## config.mk

```make
export PLATFORM = sky130hd
export DESIGN_NAME = nvm_write_guard
export DESIGN_NICKNAME = d
export VERILOG_FILES = /design/src/rtl/nvm_write_guard.sv
export SDC_FILE = /design/constraint.sdc
export NUM_CORES = 1
export LEC_CHECK = 0
export CAP_MARGIN = 20
export CORE_ASPECT_RATIO = 0.9
export CORE_UTILIZATION = 30
export DETAILED_ROUTE_END_ITERATION = 7
export DONT_BUFFER_PORTS = 1
export PLACE_DENSITY = 0.48
export SYNTH_ARGS = -nofsm -noshare
export SYNTH_HDL_FRONTEND = slang
export SYNTH_SLANG_ARGS = --single-unit
```

## constraint.sdc

```tcl
create_clock -name clk -period 1.3 [get_ports clk]
set_clock_uncertainty 0.1 [all_clocks]
set_input_delay 0.325 -clock clk [delete_from_list [all_inputs] [get_ports clk]]
set_output_delay 0.325 -clock clk [all_outputs]
set_load 0.01 [all_outputs]
```

## src/rtl/nvm_write_guard.sv

```systemverilog
module nvm_write_guard #(
  parameter int ADDR_W = 14
) (
  input  logic              clk,
  input  logic              rst_n,
  input  logic              sel_n,
  input  logic              wp_n,
  input  logic              busy,
  input  logic              wel_set,
  input  logic              wel_clr,
  input  logic              sr_wr_req,
  input  logic [7:0]        sr_wr_data,
  input  logic              arr_wr_req,
  input  logic [ADDR_W-1:0] arr_addr,
  output logic              sr_grant,
  output logic              sr_deny,
  output logic              arr_grant,
  output logic              arr_deny,
  output logic [7:0]        status
);

  logic       wpen, wel, pend, wp_q, sel_q;
  logic [1:0] bp, pend_bp;
  logic       pend_wpen;

  logic prot;
  always_comb begin
    case (bp)
      2'b00:   prot = 1'b0;
      2'b01:   prot = &arr_addr[ADDR_W-1 -: 2];
      2'b10:   prot = arr_addr[ADDR_W-1];
      default: prot = 1'b1;
    endcase
  end

  wire wp_fall   = wp_q & ~wp_n;
  wire frame_end = ~sel_q & sel_n;
  wire wp_lock   = wpen & ~wp_n;

  wire sr_reject  = sr_wr_req & ~pend & (busy | ~wel | wp_lock);
  wire sr_accept  = sr_wr_req & ~pend & ~sr_reject;
  wire abort      = pend & wpen & wp_fall & ~sel_n;
  wire commit     = pend & frame_end & ~abort;
  wire commit_ok  = commit & wel & ~busy & ~wp_lock;
  wire commit_bad = commit & ~commit_ok;
  wire arr_ok     = arr_wr_req & wel & ~busy & ~prot;
  wire arr_bad    = arr_wr_req & ~arr_ok;
  wire decided    = sr_reject | abort | commit | arr_wr_req;

  always_ff @(posedge clk or negedge rst_n) begin
    if (!rst_n) begin
      wpen      <= 1'b0;
      bp        <= 2'b00;
      wel       <= 1'b0;
      pend      <= 1'b0;
      pend_wpen <= 1'b0;
      pend_bp   <= 2'b00;
      wp_q      <= 1'b1;
      sel_q     <= 1'b1;
      sr_grant  <= 1'b0;
      sr_deny   <= 1'b0;
      arr_grant <= 1'b0;
      arr_deny  <= 1'b0;
    end else begin
      wp_q      <= wp_n;
      sel_q     <= sel_n;
      sr_grant  <= commit_ok;
      sr_deny   <= sr_reject | abort | commit_bad;
      arr_grant <= arr_ok;
      arr_deny  <= arr_bad;

      if (decided || wel_clr) wel <= 1'b0;
      else if (wel_set)       wel <= 1'b1;

      if (sr_accept) begin
        pend      <= 1'b1;
        pend_wpen <= sr_wr_data[7];
        pend_bp   <= sr_wr_data[3:2];
      end else if (abort || commit) begin
        pend <= 1'b0;
      end

      if (commit_ok) begin
        wpen <= pend_wpen;
        bp   <= pend_bp;
      end
    end
  end

  assign status = {wpen, 3'b000, bp, wel, busy};

endmodule


```

==> metrics.md <==
| Metric | Value |
|---|---|
| Slew Viols, Final | `0` |
| Worst Setup EP | `bp[0]` |
| R2R Path End | `bp[0]` |
| DP Area | `718.2 um2` |
| Post-route ant nets | `0` |
| Pwr/cell area | `approximately 1000 nW/um2` |
| Crit-path slowest cell | `dfrtp_1` |
| Fin nets | `98` |
| Crit start category | `flip-flop` |
| Area fraction of the dominant cell type after synthesis | `0.4678` |
| CTS Root Buffer Type | `clkbuf_4` |
| Final Critical Period | `~1500 ps` |
| Cell count after synthesis | `48` |
| # fillers | `approximately 210` |
| Yosys top cell by area | `dfrtp_1` |
| Initial core utilization | `0.3257` |
| Total track usage | `0.1170` |
| Fin area | `between 800 and 900 um2` |
| Status | `finished, violations left` |
| Die area | `2329 um2` |
| Placer Congestion | `0.6298` |
| Largest net degree at the start of global routing | `15` |
| Main combinational cell family by area after synthesis | `simple AND/OR/NAND/NOR gates` |
| First-pass GRT wire length | `between 1.5 and 2 mm` |
| Crit Path Category | `flip-flop to flip-flop` |
| Stages on worst setup path | `3` |
| Core area | `1971 um2` |
| Num CTS Buffers | `3` |
| Critical-path cell list | `and2b_4, nor3_4, mux2_2` |
| Failing checks | `setup timing` |
| Largest cells by area after synthesis | `dfrtp_1 (47%), mux2_2 (11%), dfstp_2 (8.2%)` |
| CP Capture Type | `flip-flop` |
| Peak VDD IR | `0.6367 mV` |
| Total Wirelength | `roughly 1.1 mm` |
| FP Rows | `15` |
| Synth Area in Compound Gates | `0.07602` |
| Reg clk slew, reported paths | `approximately 80 ps` |
| Pre-antenna DRT Iters | `4` |
| #FFs+latches synth | `14` |
| Drt drc | `0` |
| FMAX | `between 600 and 700 MHz` |
| CTS sink cnt | `14` |
| Synth Area in Adders | `0` |
| Worst slew pin tran | `623.8 ps` |
| Overflow after GRT | `0` |
| Yosys warnings | `0` |
| Critical R2R Launch | `wpen` |
| DR WL/cell | `between 10 and 15 um` |
| Fraction of layout cells with a size suffix above 1 | `0.5303` |
| Critical Path Max Stage Delay | `between 300 and 400 ps` |
| DRT iter0 DRCs | `3` |
| RSZ-0062 raised after global routing | `yes` |
| Post-synthesis sequential area ratio | `0.5497` |
| Mux contribution to synthesized area | `0.1053` |
| HP Class | `input pin to flip-flop` |
| Die height | `45.88 um` |
| Final setup margin | `-154.3 ps` |
| Clk_lat worst skew | `between 200 and 300 ps` |
| CTS tree | `done` |
| Util after Layout | `0.4298` |
| WP data arrival | `1520 ps` |
| CP Max Fanout | `4` |
| Reg2reg path depth | `3` |
| Initial antenna violation count | `0` |
| Final period utilization | `1.119` |
| Maximum buffer depth of the clock tree | `2` |
| H-tree Lvls | `1` |
| Mapped Avg Cell Area | `13.37 um2` |
| Fin. Hold Viols | `0` |
| Synth Cell Area | `641.9 um2` |
| Area Growth Syn to Fin | `31.97%` |
| Drt via density | `~4.7` |
| # setup viols final | `7` |
| Max_cap viols | `0` |
| Setup crit start | `wpen` |
| Max-Slew Margin vs Limit | `0.5828` |
| Final HPWL from detailed placement | `832.8 um` |
| Vias | `roughly 420` |
| Static leakage | `around 0.41 nW` |
| Post-synthesis simple-gate area fraction | `0.1871` |
| Critical path buffers and inverters | `0` |
| Synth Area in XOR/XNOR | `0` |
| Io pins | `43` |
| Critical path required time | `between 1000 and 1500 ps` |
| ANT cells | `0` |
| Yosys cell types | `24` |
| CP top delay family | `simple AND/OR/NAND/NOR gates` |
| Die width | `between 50 and 60 um` |
| Reg-to-reg slack, setup | `-150 ps` |
| Final Power | `~0.88 mW` |
| Vias in the first global route | `~420` |
| Port bufs | `0` |
-- stage by stage --
step,hold slack (ps),worst slack [ps],TNS (ps),instances
after global placement,-70.31,-151.2,-831.9,80
after CTS,69.71,-156.0,-925.0,90
after floorplan,-70.59,-60.09,-327.2,50
final,73.47,-154.3,-848.8,91
after global routing,54.91,-194.0,-1248,91
after detailed placement,-70.22,-151.1,-932.9,80
-- routing by layer --
| layer | wire (um) | part of all wire | GRT usage | up-vias |
|---|---|---|---|---|
| met5 | 0 | 0 | 0 | - |
| met4 | 11 | 0.0098 | 0.05000 | 0 |
| met3 | 123 | 0.11 | 0.08667 | 2 |
| met2 | 526 | 0.47 | 0.1787 | 23 |
| met1 | 466 | 0.41 | 0.1230 | 202 |
| li1 | - | - | - | 197 |
-- area by class of cell --
| cell class | count | area, um2 | area share |
|---|---|---|---|
| Timing Repair Buffer | 18 | 165.2 | 0.1950 |
| Tap cell | 25 | 31.28 | 0.03693 |
| Sequential cell | 14 | 352.8 | 0.4165 |
| Inverter | 1 | 3.754 | 0.004431 |
| Multi-Input combinational cell | 29 | 257.7 | 0.3043 |
| Clock buffer | 4 | 36.28 | 0.04284 |
-- kinds of logic after synthesis --
kind of cell / after synthesis
simple gates: 13
flops: 14
mux: 6
compound gates: 7
other cells: 1
buf+inv: 7
-- sequential cells by signal, indices dropped and copies added (netlist names) --
| signal | flops |
|---|---|
| sr_grant | 1 |
| sr_deny | 1 |
| wp_q | 1 |
| pend | 1 |
| arr_deny | 1 |
| sel_q | 1 |
| pend_wpen | 1 |
| wel | 1 |
| wpen | 1 |
| pend_bp | 2 |
| arr_grant | 1 |
| bp | 2 |
-- cell usage in the layout, fill, tap and decap left out, drive strengths merged --
master,netlist,routed
a21o,1,1
a221oi,1,1
a31o,1,1
a31oi,1,1
and2,1,1
and2b,1,1
and3b,1,1
buf,6,15
clkbuf,0,4
conb,1,3
dfrtp,12,12
dfstp,2,2
dlygate4sd3,0,3
inv,1,1
mux2,6,6
nand2,1,1
nand2b,1,1
nand3b,1,1
nand4b,1,1
nor2,2,2
nor2b,2,2
nor3,1,1
nor3b,1,1
o211ai,1,1
o21ai,2,2
-- cell usage after synthesis --
master / n
nand4b_1: 1
and2_1: 1
and3b_1: 1
conb_1: 1
inv_1: 1
nand3b_2: 1
nor3_4: 1
nor2b_1: 1
nor2b_2: 1
nor3b_4: 1
buf_4: 6
and2b_4: 1
dfstp_2: 2
mux2_2: 6
nand2b_4: 1
o21ai_0: 2
a31o_2: 1
o211ai_1: 1
a21o_1: 1
nor2_1: 2
dfrtp_1: 12
a221oi_1: 1
a31oi_1: 1
nand2_1: 1
-- where the power goes --
group          switching, mW  internal (mW)  leakage (nW)
sequential            0.0186          0.471         0.180
combinational         0.0327         0.0522         0.212
clock                  0.138          0.170        0.0210
-- timing repair --
action	CTS	global route
buffers inserted	3	1
pin swaps	2	1
hold buffers	3	0
hold endpoints to repair	16	0
setup endpoints to repair	7	14
resized for setup	1	7
-- worst min path at each step --
| stage | start | end | slack (ps) | cells past startpoint |
|---|---|---|---|---|
| 3_3_place_gp | rst_n | sr_deny | -70 | 0 |
| 3_5_place_dp | rst_n | wel | -70 | 0 |
| 5_1_grt | arr_wr_req | arr_grant | 50 | 1 |
| 6_report | arr_wr_req | arr_grant | 70 | 1 |
| 4_1_cts | arr_wr_req | arr_grant | 70 | 1 |
| 2_1_floorplan | rst_n | arr_deny | -70 | 0 |
-- worst reg2reg max path: stages, from the launching register on --
cell and delay (ps):
dfrtp_1 380, and2b_4 190, nor3_4 290, mux2_2 370
Power figures use the tool's default switching activity.
